`config.mk`:
```
export PLATFORM = sky130hd
export DESIGN_NAME = wdog_safe_freq
export DESIGN_NICKNAME = d
export VERILOG_FILES = /design/src/rtl/wdog_pkg.sv /design/src/rtl/wdog_regs.sv /design/src/rtl/wdog_timer.sv /design/src/rtl/wdog_freq_sel.sv /design/src/rtl/wdog_safe_freq.sv
export SDC_FILE = /design/constraint.sdc
export NUM_CORES = 1
export LEC_CHECK = 0
export ABC_AREA = 1
export BUFFER_PORTS_ARGS = -buffer_cell sky130_fd_sc_hd__clkbuf_2
export CORE_MARGIN = 5
export CORE_UTILIZATION = 30
export DETAILED_ROUTE_END_ITERATION = 10
export GPL_TIMING_DRIVEN = 0
export PLACE_DENSITY_LB_ADDON = 0.15
export SYNTH_ARGS = -nofsm -noshare
export SYNTH_HDL_FRONTEND = slang
export SYNTH_SLANG_ARGS = --single-unit
```
`constraint.sdc`:
```
create_clock -name clk -period 3.7 [get_ports clk]
set_input_delay 0.185 -clock clk [delete_from_list [all_inputs] [get_ports clk]]
set_output_delay 0.185 -clock clk [all_outputs]
set_load 0.01 [all_outputs]
```
`src/rtl/wdog_pkg.sv`:
```
package wdog_pkg;
  localparam int CNT_W    = 3;
  localparam int CODE_W   = 5;
  localparam int CTRL_W   = 7;
  localparam int SAFE_W   = CODE_W + 1;
  localparam int B_SOFT   = 0;
  localparam int B_HARD   = 1;
  localparam int B_BASE   = 2;
  localparam int B_CNT    = 3;
  localparam int B_MN     = 6;
  localparam int B_SRC    = CODE_W;
  localparam logic [CNT_W-1:0] CNT_RST = '1;

  typedef struct packed {
    logic             mn_en;
    logic [CNT_W-1:0] count;
    logic             long_base;
    logic             hard_en;
    logic             soft_en;
  } ctrl_t;

  typedef struct packed {
    logic              src_prog;
    logic [CODE_W-1:0] code;
  } safe_t;
endpackage

```
`src/rtl/wdog_regs.sv`:
```
module wdog_regs
  import wdog_pkg::*;
(
  input  logic              clk,
  input  logic              rst_n,
  input  logic              cfg_wr,
  input  logic              cfg_addr,
  input  logic [CTRL_W-1:0] cfg_wdata,
  input  logic              expire,
  output ctrl_t             ctrl,
  output safe_t             safe,
  output logic              ctrl_wr,
  output logic              soft_st,
  output logic              hard_st
);
  ctrl_t ctrl_q;
  safe_t safe_q;
  ctrl_t ctrl_new;

  assign ctrl_new = ctrl_t'(cfg_wdata);
  assign ctrl_wr  = cfg_wr && !cfg_addr;

  always_ff @(posedge clk) begin
    if (!rst_n) begin
      ctrl_q <= '{mn_en: 1'b0, count: CNT_RST, long_base: 1'b0,
                  hard_en: 1'b0, soft_en: 1'b0};
      safe_q <= '0;
    end else if (cfg_wr) begin
      if (cfg_addr) safe_q <= safe_t'(cfg_wdata[SAFE_W-1:0]);
      else          ctrl_q <= ctrl_new;
    end
  end

  always_ff @(posedge clk) begin
    if (!rst_n) begin
      soft_st <= 1'b0;
      hard_st <= 1'b0;
    end else begin
      if (ctrl_wr && !ctrl_new.soft_en)      soft_st <= 1'b0;
      else if (expire && ctrl_q.soft_en)     soft_st <= 1'b1;
      if (ctrl_wr && !ctrl_new.hard_en)      hard_st <= 1'b0;
      else if (expire && ctrl_q.hard_en)     hard_st <= 1'b1;
    end
  end

  assign ctrl = ctrl_q;
  assign safe = safe_q;
endmodule

```
`src/rtl/wdog_timer.sv`:
```
module wdog_timer
  import wdog_pkg::*;
#(
  parameter int LONG_DIV = 4
) (
  input  logic             clk,
  input  logic             rst_n,
  input  logic             armed,
  input  logic             restart,
  input  logic             tick,
  input  logic             long_base,
  input  logic [CNT_W-1:0] count,
  output logic             expire
);
  localparam int SUB_W = (LONG_DIV > 1) ? $clog2(LONG_DIV) : 1;
  localparam logic [SUB_W-1:0] SUB_LAST = SUB_W'(LONG_DIV - 1);

  logic [SUB_W-1:0] sub_q;
  logic [CNT_W-1:0] units_q;
  logic             unit_done;
  logic [CNT_W:0]   units_next;
  logic             hold;

  assign hold       = restart || !armed;
  assign unit_done  = tick && (!long_base || sub_q == SUB_LAST);
  assign units_next = {1'b0, units_q} + 1'b1;
  assign expire     = !hold && unit_done && (units_next >= {1'b0, count});

  always_ff @(posedge clk) begin
    if (!rst_n || hold) begin
      sub_q   <= '0;
      units_q <= '0;
    end else if (tick) begin
      if (unit_done) sub_q <= '0;
      else           sub_q <= sub_q + 1'b1;
      if (expire)         units_q <= '0;
      else if (unit_done) units_q <= units_next[CNT_W-1:0];
    end
  end
endmodule

```
`src/rtl/wdog_freq_sel.sv`:
```
module wdog_freq_sel
  import wdog_pkg::*;
(
  input  logic              clk,
  input  logic              rst_n,
  input  logic              capture,
  input  safe_t             safe,
  input  logic [CODE_W-1:0] strap_code,
  input  logic [CODE_W-1:0] live_code,
  output logic [CODE_W-1:0] freq_code
);
  logic              forced_q;
  logic [CODE_W-1:0] held_q;
  logic [CODE_W-1:0] pick;

  assign pick = safe.src_prog ? safe.code : strap_code;

  always_ff @(posedge clk) begin
    if (!rst_n) begin
      forced_q <= 1'b0;
      held_q   <= '0;
    end else if (capture && !forced_q) begin
      forced_q <= 1'b1;
      held_q   <= pick;
    end
  end

  assign freq_code = forced_q ? held_q : live_code;
endmodule

```
`src/rtl/wdog_safe_freq.sv`:
```
module wdog_safe_freq
  import wdog_pkg::*;
#(
  parameter int LONG_DIV = 4
) (
  input  logic              clk,
  input  logic              rst_n,
  input  logic              cfg_wr,
  input  logic              cfg_addr,
  input  logic [CTRL_W-1:0] cfg_wdata,
  output logic [CTRL_W-1:0] ctrl_rd,
  output logic [SAFE_W-1:0] safe_rd,
  input  logic              kick,
  input  logic              tick,
  input  logic [CODE_W-1:0] strap_code,
  input  logic [CODE_W-1:0] live_code,
  output logic [CODE_W-1:0] freq_code,
  output logic              mn_override,
  output logic              soft_alarm,
  output logic              hard_alarm
);
  ctrl_t ctrl;
  safe_t safe;
  logic  ctrl_wr;
  logic  expire;

  wdog_regs u_regs (
    .clk(clk), .rst_n(rst_n), .cfg_wr(cfg_wr), .cfg_addr(cfg_addr),
    .cfg_wdata(cfg_wdata), .expire(expire), .ctrl(ctrl), .safe(safe),
    .ctrl_wr(ctrl_wr), .soft_st(soft_alarm), .hard_st(hard_alarm)
  );

  wdog_timer #(.LONG_DIV(LONG_DIV)) u_timer (
    .clk(clk), .rst_n(rst_n), .armed(ctrl.soft_en || ctrl.hard_en),
    .restart(kick || ctrl_wr), .tick(tick), .long_base(ctrl.long_base),
    .count(ctrl.count), .expire(expire)
  );

  wdog_freq_sel u_sel (
    .clk(clk), .rst_n(rst_n), .capture(expire && ctrl.hard_en),
    .safe(safe), .strap_code(strap_code), .live_code(live_code),
    .freq_code(freq_code)
  );

  assign ctrl_rd     = ctrl;
  assign safe_rd     = safe;
  assign mn_override = ctrl.mn_en;
endmodule

```
### Word-level counts from Yosys, hierarchy flattened

Cells that the tools add are included.

| storage, ports and cells | value |
|---|---|
| register bits after elaboration | 26 |

| operators by class | value |
|---|---|
| add/subtract/negate cells | 2 |
| order comparisons | 1 |
| equal/unequal tests | 1 |
| mux-type cells | 5 |
| bitwise operators | 2 |
| reductions and logical operators | 28 |

Operators with widths:

| operator | number |
|---|---|
| 5-bit two-way mux | 2 |
| 1-bit logical AND | 9 |
| 1-bit zero test | 8 |
| 3-bit two-way mux | 2 |
| 2-bit AND reduction | 3 |
| 1-bit logical OR | 5 |
| 3-bit by 1-bit adder with 4-bit output, second input constant | 1 |
| 4-bit by 3-bit >= comparator with 1-bit output | 1 |
| 2-bit OR reduction | 2 |
| 2-bit by 1-bit adder with 2-bit output, second input constant | 1 |
| 2-bit == test, second input constant | 1 |
| 2-bit two-way mux | 1 |
| 1-bit inverter | 2 |
| 2-bit nonzero test | 1 |

### Longest topological paths before layout

Gate-level depths: netlist of the first run.

| logic depth | value |
|---|---|
| depth after elaboration | 9 |
| gate-level depth with buffers | 11 |
| depth with buffers taken out | 11 |

### Modules after synthesis

From an unflattened synthesis of the first run, not the netlist that was laid out.

| unflattened totals | value |
|---|---|
| cell total of the unflattened synthesis | 192 |
| area total of the unflattened synthesis | 1,388.8 sq um |

Modules (own cells, without submodules):

| module | instances | cells an instance | area an instance (sq um) | seq. area each (sq um) |
|---|---|---|---|---|
| wdog_regs | 1 | 75 | 643.1 | 300.3 |
| wdog_timer | 1 | 51 | 381.6 | 100.1 |
| wdog_freq_sel | 1 | 57 | 326.6 | 120.1 |
| wdog_safe_freq | 1 | 9 | 37.5 | 0.0 |

### Least setup slack after synthesis of the first run

Ideal clock, no wire load.

| path | value |
|---|---|
| kind | reg-to-reg |
| start point | register u_timer.units_q[0] |
| end point | register u_sel.held_q[0] |
| setup time | 0.114 ns |
| arrival | 1.385 ns |
| required time | 3.586 ns |
| path slack | 2.201 ns |
| cell stages (with the launch flop) | 10 |
| path buffers | 0 |
| clock period less this slack | 1.499 ns |
| path through | dfxtp_1 -> ha_1 -> ha_1 -> nand2_1 -> nand2_1 -> nand2_1 -> nand2_2 -> nand4_4 -> nor2_1 -> nor2_1 |

| on the way | value |
|---|---|
| word-level cells in the longest chain between the ends | 5 |

Ends and longest elaborated chain:

| element | RTL line | text |
|---|---|---|
| from (decl) | wdog_timer.sv:19 | `logic [CNT_W-1:0] units_q;` |
| from (signal assigned) | wdog_timer.sv:37 | `else if (unit_done) units_q <= units_next[CNT_W-1:0];` |
| 3-bit by 1-bit adder with 4-bit output | wdog_timer.sv:26 | `assign units_next = {1'b0, units_q} + 1'b1;` |
| 4-bit by 3-bit >= comparator with 1-bit output | wdog_timer.sv:27 | `assign expire = !hold && unit_done && (units_next >= {1'b0, count});` |
| 1-bit logical AND | wdog_timer.sv:27 |  |
| 1-bit logical AND | wdog_safe_freq.sv:40 | `.clk(clk), .rst_n(rst_n), .capture(expire && ctrl.hard_en),` |
| 1-bit logical AND | wdog_freq_sel.sv:22 | `end else if (capture && !forced_q) begin` |
| to (signal assigned) | wdog_freq_sel.sv:24 | `held_q <= pick;` |
| to (decl) | wdog_freq_sel.sv:13 | `logic [CODE_W-1:0] held_q;` |

No other way between the ends.
A chain may end at the register's enable or synchronous reset.

### Worst setup path in the final report of the first run

| path | value |
|---|---|
| start point | register u_timer.units_q[0] |
| end point | register u_sel.held_q[1] |

Same word-level chain as after synthesis.

==> results.sh, run 1 <==
export IMPL_whs_path_depth=3
export IMPL_routed_via_density=4.275
export IMPL_max_slew_margin=0.7287
export IMPL_cp_common_cell="nand2_1"
export IMPL_numCtsBuffers=3
export IMPL_worst_path_max_delay_cell="dfxtp_1"
export IMPL_drt_initial_drc_count=55
export IMPL_tightestPinTransition_ns=0.4069
export IMPL_synthArstFlopShare=0
export IMPL_synth_nets=198
export IMPL_clk_pin_slew_ns=0.08
export IMPL_cts_hold_buf=0
export IMPL_crit_type="flip-flop to flip-flop"
export IMPL_crit_path_max_incr_delay_ns=0.34
export IMPL_synth_top_cell_area_share=0.4090
export IMPL_rr_worst_depth=9
export IMPL_synthTopCellsByCount="31 x nand2_1, 29 x nor2_1, 26 x dfxtp_1"
export IMPL_area_growth_pct=24.68
export IMPL_final_hold_violation_count=0
export IMPL_synthFlopType="dfxtp_1"
export IMPL_clock_skew_ns=0.001039
export IMPL_post_cts_buffers=0
export IMPL_rrSetupSlack_ns=2.03
export IMPL_cts_resized=0
export IMPL_grt_max_degree=14
export IMPL_timing_hold_worst_class="input pin to flip-flop"
export IMPL_synth_cells=170
export IMPL_cts_root_buf="clkbuf_8"
export IMPL_grt_pass1_vias=1053
export IMPL_wl_per_cell_um=10.71
export IMPL_fp_dieH_um=75.13
export IMPL_nets=245
export IMPL_avgSynthCellArea_um2=7.485
export IMPL_seq_area_frac_synth=0.4090
export IMPL_die_w_um=75.13
export IMPL_worst_slack_ns=2.028
export IMPL_max_cap_viol_count=0
export IMPL_antenna_found_initial=0
export IMPL_fin_crit_sh=0.4518
export IMPL_synth_seq_cells=26
export IMPL_crit_fanout=10
export IMPL_ir_drop_v=0.0001092
export IMPL_start_kind="flip-flop"
export IMPL_grt_first_pass_wirelength_um=4712
export IMPL_fmax_mhz=598.2
export IMPL_hold_end="u_regs.ctrl[3]"
export IMPL_routed_wl_um=2839
export IMPL_clkSinkCount=26
export IMPL_cp_end_kind="flip-flop"
export IMPL_min_period_ns=1.672
export IMPL_yosysMostFrequentCell="nand2_1"
export IMPL_crit_chain="ha_1, ha_1, nand2_1, nand2_1, nand2_1, nand2_2, nand4_4, nor2_1, nor2_1"
export IMPL_drt_first_pass_iters=4
export IMPL_grt_ovfl_total=0
export IMPL_place_congestion=0.6866
export IMPL_ys_types=21
export IMPL_synth_edf_count=0
export IMPL_critPathArrivalTime_ns=1.84
export IMPL_grtUsageTotal=0.1077
export IMPL_pin_count=44
export IMPL_core_area_mm2=0.004058
export IMPL_pre_cts_ws_ns=2.010
export IMPL_rsz0062_at_grt="no"
export IMPL_p_leak_nw=0.8064
export IMPL_n_antenna_cell=0
export IMPL_drc=0
export IMPL_r2r_start="u_timer.units_q[0]"
export IMPL_cts_buffer_depth=2
export IMPL_yosysWarnings=0
export IMPL_die_area_mm2=0.005644
export IMPL_setup_viol=0
export IMPL_ctsHtreeMaxLevel=1
export IMPL_ys_top_cells_by_area="dfxtp_1 41%, nand2_1 9.1%, nor2_1 8.6%"
export IMPL_drive_above_1_share=0.2791
export IMPL_num_rows=23
export IMPL_synth_top_area_cell="dfxtp_1"
export IMPL_min_from="cfg_wdata[3]"
export IMPL_dp_hpwl_um=2323
export IMPL_fin_setup_tns_ns=0
export IMPL_reg2reg_to="u_sel.held_q[1]"
export IMPL_clk_latency_ns=0.26
export IMPL_seqCellArea_um2=520.5
export IMPL_slew_violations=0
export IMPL_port_buffer_count=42
export IMPL_status="complete, no violations"
export IMPL_cts_tree="yes"
export IMPL_num_fill_cells=465
export IMPL_ant_nets=0
export IMPL_powerDensity_mw_per_mm2=337.3
export IMPL_initial_core_util=0.3136
export IMPL_dr_total_vias=1133
export IMPL_cp_required_ns=3.86
export IMPL_multi_input_area_um2=620.6
export IMPL_syn_cell_area_mm2=0.001272
-- state kept, by name, summed over array words and instances (netlist names) --
register / cells
u_regs.hard_st: 1
u_regs.safe: 6
u_timer.units_q: 3
u_sel.held_q: 5
u_regs.soft_st: 1
u_regs.ctrl: 7
u_sel.forced_q: 1
u_timer.sub_q: 2
-- layer usage --
metal,vias to the layer above,GRT usage,routed length [um],share of wire
met5,-,0,0,0
met4,0,0.04150,21,0.0074
met3,2,0.02270,189,0.067
met2,29,0.1673,1249,0.44
met1,480,0.1459,1379,0.49
li1,622,-,-,-
-- worst max path at each step --
stage,startpoint,end,slack [ns],cells after the start
2_1_floorplan,u_timer.units_q[0],u_sel.held_q[0],2.20,9
3_3_place_gp,u_timer.units_q[0],u_sel.held_q[1],2.02,9
3_5_place_dp,u_timer.units_q[0],u_sel.held_q[1],2.01,9
4_1_cts,u_timer.units_q[0],u_sel.held_q[1],2.00,9
5_1_grt,u_timer.units_q[0],u_sel.held_q[4],1.84,10
6_report,u_timer.units_q[0],u_sel.held_q[1],2.03,9
-- kinds of logic (layout without fill, tap and decap cells) --
| family | count (synthesis) | after routing | synth area share |
|---|---|---|---|
| and+or+nand+nor | 73 | 73 | 0.2635 |
| adders and majority gates | 5 | 5 | 0.04916 |
| buffers and inverters | 31 | 76 | 0.1032 |
| muxes | 6 | 6 | 0.05211 |
| DFF | 26 | 26 | 0.4090 |
| AOI/OAI and AO/OA | 28 | 28 | 0.1160 |
| xor gates and xnor gates | 1 | 1 | 0.006884 |
-- power breakdown --
group	internal, W	switching (W)
clock	0.0000728	0.0000827
sequential	0.000289	0.00000794
combinational	0.0000366	0.0000456
-- per-stage QoR --
| stage | util | std cells | total power [W] | instance area (um^2) | hold WS, ns |
|---|---|---|---|---|---|
| final | 0.3910 | 265 | 0.0005352 | 1587 | 0.1463 |
| after global routing | 0.3910 | 265 | 0.0005701 | 1587 | 0.1299 |
| after detailed placement | 0.3808 | 262 | 0.0003881 | 1545 | 0.4154 |
| after floorplan | - | 170 | 0.0003522 | 1272 | 0.2982 |
| after global placement | 0.3808 | 262 | 0.0003874 | 1545 | 0.4219 |
| after CTS | 0.3910 | 265 | 0.0005469 | 1587 | 0.1396 |
-- worst max-delay path: cells and delay by family, from the launching register on --
| kind | cells | cell delay [ns] |
|---|---|---|
| adder cells (fa/ha/maj) | 2 | 0.60 |
| AND/OR/NAND/NOR | 7 | 0.63 |
| flip-flops | 1 | 0.34 |
-- cells in the final DEF (no fill, tap or decap), types with 2 or more instances in the layout --
master	n
mux2_2	5
ha_1	5
nor2_1	29
o211ai_1	2
nand2_1	31
a21oi_1	9
o21ai_0	16
clkbuf_2	42
clkbuf_8	3
nand3_1	6
clkbuf_1	3
nand2_2	3
dfxtp_1	26
buf_4	2
inv_1	25
-- area by class of cell --
class	instances	share of cell area
clock buffer	3	0.02603
inverter	25	0.05915
sequential	26	0.3281
timing repair buffer	42	0.1325
tap	50	0.03943
multi-input combinational	113	0.3912
buffer	6	0.02366
Note: power is estimated with default switching activity, not from simulation.
==> inputs of run 2 (changes only) <==
--- a/config.mk
+++ b/config.mk
@@ -5,7 +5,7 @@
 export SDC_FILE = /design/constraint.sdc
 export NUM_CORES = 1
 export LEC_CHECK = 0
-export ABC_AREA = 1
+export ABC_AREA = 0
 export BUFFER_PORTS_ARGS = -buffer_cell sky130_fd_sc_hd__clkbuf_2
 export CORE_MARGIN = 5
 export CORE_UTILIZATION = 30
==> constraint.sdc (replaced) <==
create_clock -name clk -period 1.55 [get_ports clk]
set_input_delay 0.0775 -clock clk [delete_from_list [all_inputs] [get_ports clk]]
set_output_delay 0.0775 -clock clk [all_outputs]
set_load 0.01 [all_outputs]
==> results.sh, run 2 <==
export IMPL_status="complete, but fails checks"
export IMPL_violations="setup timing"
export IMPL_dp_hpwl_um=2525
export IMPL_die_area_mm2=0.005625
export IMPL_hold_slack_ns=0.03094
export IMPL_fp_dieH_um=75
export IMPL_synth_cells=143
export IMPL_synth_seq_cells=26
export IMPL_pin_count=44
export IMPL_dr_total_vias=1196
export IMPL_ys_top_cells_by_area="dfxtp_1 41%, nand2_1 6.8%, ha_1 4.9%"
export IMPL_synth_top_area_cell="dfxtp_1"
export IMPL_crit_fanout=8
export IMPL_ant_nets=0
export IMPL_cp_end_kind="flip-flop"
export IMPL_tightestPinTransition_ns=0.5946
export IMPL_area_growth_pct=35.44
export IMPL_syn_cell_area_mm2=0.001267
export IMPL_fin_crit_sh=1.229
export IMPL_synth_nets=171
export IMPL_yosysMostFrequentCell="dfxtp_1"
export IMPL_cts_root_buf="clkbuf_8"
export IMPL_p_leak_nw=0.7093
export IMPL_antenna_found_initial=0
export IMPL_min_period_ns=1.904
export IMPL_synthTopCellsByCount="26 x dfxtp_1, 23 x nand2_1, 11 x a21oi_1"
export IMPL_core_area_mm2=0.004058
export IMPL_final_common_cell="clkbuf_2"
export IMPL_largest_reg_flops=7
export IMPL_routed_wl_um=3236
export IMPL_synth_top_cell_area_share=0.4107
export IMPL_clk_latency_ns=0.27
export IMPL_fmax_mhz=525.1
export IMPL_synthFlopType="dfxtp_1"
export IMPL_rsz0062_at_grt="yes"
export IMPL_clk_pin_slew_ns=0.09
export IMPL_slew_violations=0
export IMPL_crit_family="simple AND/OR/NAND/NOR gates"
export IMPL_placed_cell_area_mm2=0.001578
export IMPL_grtUsageTotal=0.1268
export IMPL_drt_initial_drc_count=72
export IMPL_place_congestion=0.7701
export IMPL_synth_edf_count=0
export IMPL_max_slew_margin=0.6006
export IMPL_critPathBufInv=2
export IMPL_ctsHtreeMaxLevel=1
export IMPL_timing_hold_worst_class="input pin to flip-flop"
export IMPL_ys_types=32
export IMPL_r2r_start="u_timer.units_q[1]"
export IMPL_routed_via_density=4.983
export IMPL_final_hold_violation_count=0
export IMPL_worst_slack_ns=-0.3543
export IMPL_final_cell_mix="40 x clkbuf_2, 23 x nand2_1, 23 x dfxtp_1"
export IMPL_worst_path_max_delay_cell="dfxtp_4"
export IMPL_grt_first_pass_wirelength_um=5533
export IMPL_wl_per_cell_um=13.48
export IMPL_clkSinkCount=26
export IMPL_drt_first_pass_iters=4
export IMPL_num_rows=23
export IMPL_port_buffer_count=40
export IMPL_crit_type="flip-flop to flip-flop"
export IMPL_nets=220
export IMPL_seq_area_frac_synth=0.4107
export IMPL_ir_drop_v=0.0004245
export IMPL_start_kind="flip-flop"
export IMPL_crit_path_max_incr_delay_ns=0.36
export IMPL_n_antenna_cell=0
export IMPL_stdcell_area_mm2=0.001717
export IMPL_setup_viol=11
export IMPL_yosysWarnings=0
export IMPL_cts_tree="yes"
export IMPL_cp_required_ns=1.75
export IMPL_min_from="cfg_wdata[6]"
export IMPL_drc=0
export IMPL_cts_buffer_depth=2
export IMPL_startpoint="u_timer.units_q[1]"
export IMPL_die_w_um=75
export IMPL_max_cap_viol_count=0
export IMPL_initial_core_util=0.3124
export IMPL_drive_above_1_share=0.4000
export IMPL_grt_ovfl_total=0
export IMPL_avgSynthCellArea_um2=8.863
export IMPL_critPathArrivalTime_ns=2.11
export IMPL_synthArstFlopShare=0
export IMPL_grt_max_degree=14
export IMPL_clock_skew_ns=0.01057
export IMPL_numCtsBuffers=3
export IMPL_powerDensity_mw_per_mm2=735.7
export IMPL_grt_pass1_vias=1212
export IMPL_crit_chain="ha_4, nor2b_4, or2_4, ha_4, o21ai_4, o21ai_4, buf_4, buf_6, a31oi_1, nor2_1"
-- run 2: changes by cell type in the layout (fill, tap and decap cells not counted), sizes merged, moves of 7 or more --
| cell | before | now |
|---|---|---|
| buf | 3 | 14 |
| inv | 25 | 4 |
| o21ai | 16 | 5 |
| nand2 | 35 | 23 |
| nor2 | 30 | 4 |
| a31oi | 0 | 7 |
-- run 2: layer usage --
layer  track usage  share of wire
met4       0.04743          0.016
met5             0              0
met3       0.03605          0.079
met2        0.1944           0.45
met1        0.1690           0.46
-- run 2: stage by stage --
stage	setup WS, ns	utilization	TNS (ns)	total power [W]	instances
floorplan	-0.2466	-	-1.779	0.0008178	143
global placement	-0.3906	0.3888	-3.319	0.0008920	233
detailed placement	-0.4075	0.3888	-3.419	0.0008930	233
CTS	-0.3281	0.4175	-3.013	0.001269	240
global route	-0.4689	0.4231	-4.085	0.001335	240
finish	-0.3543	0.4231	-3.036	0.001263	240
-- run 2: power by group --
| part | switching [W] | leakage [nW] | internal (W) |
|---|---|---|---|
| Sequential | 0.0000136 | 0.213 | 0.000682 |
| Combinational | 0.000105 | 0.474 | 0.0000831 |
| Clock | 0.000205 | 0.0216 | 0.000174 |
-- run 2: kinds of logic after synthesis --
kind of cell | Yosys count | synth area share
adders and majority gates | 5 | 0.04936
DFF | 26 | 0.4107
muxes | 11 | 0.09181
AOI/OAI and AO/OA | 35 | 0.1796
and+or+nand+nor | 52 | 0.2132
buffers and inverters | 14 | 0.05527
-- run 2: path summary, 6_finish.rpt --
kind	endpoint	slack, ns	cells after the start
worst max register to register	u_regs.soft_st	-0.35	10
worst max-delay path	u_regs.soft_st	-0.35	10
worst min register to register	u_regs.safe[2]	0.48	2
worst min-delay path	u_regs.ctrl[6]	0.03	3
-- run 2: timing repair --
item	CTS	global route
setup endpoints to repair	11	13
gates resized for setup	10	5
pin swaps	4	1
setup buffers	4	1
hold buffers	0	0
-- run 2: cell type report --
| cell class | count | area, um^2 |
|---|---|---|
| sequential | 26 | 529.3 |
| timing repair buffer | 45 | 241.5 |
| tap | 50 | 62.56 |
| fill | 427 | 2341 |
| inverter | 4 | 15.01 |
| multi-input combinational | 103 | 775.7 |
| buffer | 9 | 51.30 |
| clock buffer | 3 | 41.29 |
-- run 2: worst register-to-register path, stage by stage, from the launching register on --
cell and delay, ns:
dfxtp_4 0.36, ha_4 0.15, nor2b_4 0.12, or2_4 0.23, ha_4 0.27, o21ai_4 0.06
o21ai_4 0.23, buf_4 0.16, buf_6 0.08, a31oi_1 0.06, nor2_1 0.12
==> inputs of run 3 (changes only) <==
--- a/config.mk
+++ b/config.mk
@@ -9,6 +9,8 @@
 export BUFFER_PORTS_ARGS = -buffer_cell sky130_fd_sc_hd__clkbuf_2
 export CORE_MARGIN = 5
 export CORE_UTILIZATION = 30
+export CTS_BUF_LIST = sky130_fd_sc_hd__clkbuf_16
+export CTS_CLUSTER_SIZE = 28
 export DETAILED_ROUTE_END_ITERATION = 10
 export GPL_TIMING_DRIVEN = 0
 export PLACE_DENSITY_LB_ADDON = 0.15
==> results.sh, run 3 (synthesis results as in run 2) <==
export IMPL_area_growth_pct=38.70
export IMPL_r2r_start="u_timer.units_q[1]"
export IMPL_drc=0
export IMPL_initial_core_util=0.3124
export IMPL_crit_fanout=8
export IMPL_p_leak_nw=0.7277
export IMPL_port_buffer_count=40
export IMPL_max_slew_margin=0.5956
export IMPL_dr_wl_met3_um=235
export IMPL_powerDensity_mw_per_mm2=822.6
export IMPL_final_common_cell="clkbuf_2"
export IMPL_worst_path_max_delay_cell="dfxtp_4"
export IMPL_pwr_share_comb=0.130
export IMPL_violations="setup timing"
export IMPL_place_congestion=0.7701
export IMPL_routedLengthMet1_um=1507
export IMPL_crit_type="flip-flop to flip-flop"
export IMPL_timing_hold_worst_class="input pin to flip-flop"
export IMPL_pin_count=44
export IMPL_p_sw_w=0.0003386
export IMPL_status="complete, but fails checks"
export IMPL_clock_skew_ns=0.005673
export IMPL_ir_drop_v=0.0004569
export IMPL_slew_violations=0
export IMPL_p_sw_frac=0.2342
export IMPL_stdcell_count=241
export IMPL_rsz0062_at_grt="yes"
export IMPL_placed_cells=233
export IMPL_die_area_mm2=0.005625
export IMPL_crit_chain="ha_4, nor2b_4, or2_4, ha_4, o21ai_4, o21ai_4, buf_4, buf_6, a31oi_1, nor2_1"
export IMPL_stdcell_area_mm2=0.001758
export IMPL_fmax_mhz=525.4
export IMPL_die_w_um=75
export IMPL_cts_root_buf="clkbuf_16"
export IMPL_utilization=0.4332
export IMPL_cts_tree="yes"
export IMPL_intPower_w=0.001107
export IMPL_grt_first_pass_wirelength_um=5499
export IMPL_drive_above_1_share=0.3979
export IMPL_drt_initial_drc_count=77
export IMPL_max_cap_viol_count=0
export IMPL_min_from="cfg_wdata[6]"
export IMPL_clk_pin_slew_ns=0.06
export IMPL_ant_nets=0
export IMPL_worst_slack_ns=-0.3535
export IMPL_dp_hpwl_um=2525
export IMPL_setup_viol=11
export IMPL_dr_max_layer_used="met4"
export IMPL_tightestPinTransition_ns=0.6021
export IMPL_grt_ovfl_total=0
export IMPL_wl_per_cell_um=13.41
export IMPL_critPathArrivalTime_ns=2.10
export IMPL_fin_crit_sh=1.228
export IMPL_start_kind="flip-flop"
export IMPL_largest_reg_flops=7
export IMPL_fp_dieH_um=75
export IMPL_min_period_ns=1.903
export IMPL_startpoint="u_timer.units_q[1]"
export IMPL_num_rows=23
export IMPL_grt_pass1_vias=1216
export IMPL_grt_max_degree=14
export IMPL_n_antenna_cell=0
export IMPL_clkSinkCount=26
export IMPL_core_area_mm2=0.004058
export IMPL_routed_via_density=5.008
export IMPL_antenna_found_initial=0
export IMPL_grtUsageTotal=0.1265
export IMPL_seqPwrFrac=0.481
export IMPL_dr_wl_met2_um=1434
export IMPL_final_cell_mix="40 x clkbuf_2, 23 x nand2_1, 23 x dfxtp_1"
export IMPL_clk_latency_ns=0.26
export IMPL_cts_hold_buf=0
export IMPL_numCtsBuffers=3
export IMPL_placed_cell_area_mm2=0.001578
export IMPL_finalPower_w=0.001446
export IMPL_crit_path_max_incr_delay_ns=0.35
export IMPL_clockPowerShare=0.388
export IMPL_routed_wl_um=3232
export IMPL_cp_required_ns=1.74
export IMPL_final_hold_violation_count=0
export IMPL_ctsHtreeMaxLevel=1
export IMPL_cts_buffer_depth=2
export IMPL_dr_total_vias=1207
export IMPL_nets=221
export IMPL_drt_first_pass_iters=4
export IMPL_cp_end_kind="flip-flop"
==> run 3: layout make-up <==
cell class / count / area, um^2
fill: 420 / 2300
multi-input combinational: 103 / 775.7
sequential: 26 / 529.3
timing repair buffer: 45 / 245.2
clock buffer: 3 / 75.07
tap: 50 / 62.56
buffer: 10 / 55.05
inverter: 4 / 15.01
==> run 3: worst paths after layout <==
kind | end | slack (ns) | cells after the start
hold reg to reg | u_regs.safe[2] | 0.48 | 2
hold / removal | u_regs.ctrl[6] | 0.05 | 3
setup / recovery | u_regs.soft_st | -0.35 | 10
setup reg to reg | u_regs.soft_st | -0.35 | 10
==> run 3: through the flow <==
step           hold slack (ns)  setup TNS, ns  setup WS [ns]
5_1_grt                0.05694         -4.020        -0.4653
3_5_place_dp            0.3228         -3.419        -0.4075
4_1_cts                0.04906         -2.950        -0.3204
2_1_floorplan           0.2002         -1.779        -0.2466
3_3_place_gp            0.3050         -3.319        -0.3906
6_report               0.05004         -2.987        -0.3535
==> run 3: power groups by stage <==
stage / Sequential (W) / Combinational (W) / Clock [W]
final: 0.000696 / 0.000188 / 0.000562
after global routing: 0.000699 / 0.000211 / 0.000612
after CTS: 0.000696 / 0.000186 / 0.000575
after detailed placement: 0.000715 / 0.000178 / 0
after global placement: 0.000714 / 0.000178 / 0
after floorplan: 0.000720 / 0.0000982 / 0
==> run 3: metal layers <==
layer  track usage  up-vias
li1              -      612
met1        0.1698      558
met2        0.1925       33
met3       0.03605        4
met4       0.04743        0
met5             0        -
==> run 3: critical path, delay by kind of cell (launching register included) <==
kind | cells | cell delay [ns]
DFF | 1 | 0.35
adders and majority gates | 2 | 0.42
and+or+nand+nor | 3 | 0.47
buffers and inverters | 2 | 0.24
AOI/OAI and AO/OA | 3 | 0.35
==> run 3: repair_timing <==
item | in CTS | in global routing
gates cloned | 0 | 0
resized for setup | 10 | 6
setup buffers | 4 | 1
pin swaps | 4 | 2
setup endpoints to repair | 11 | 11
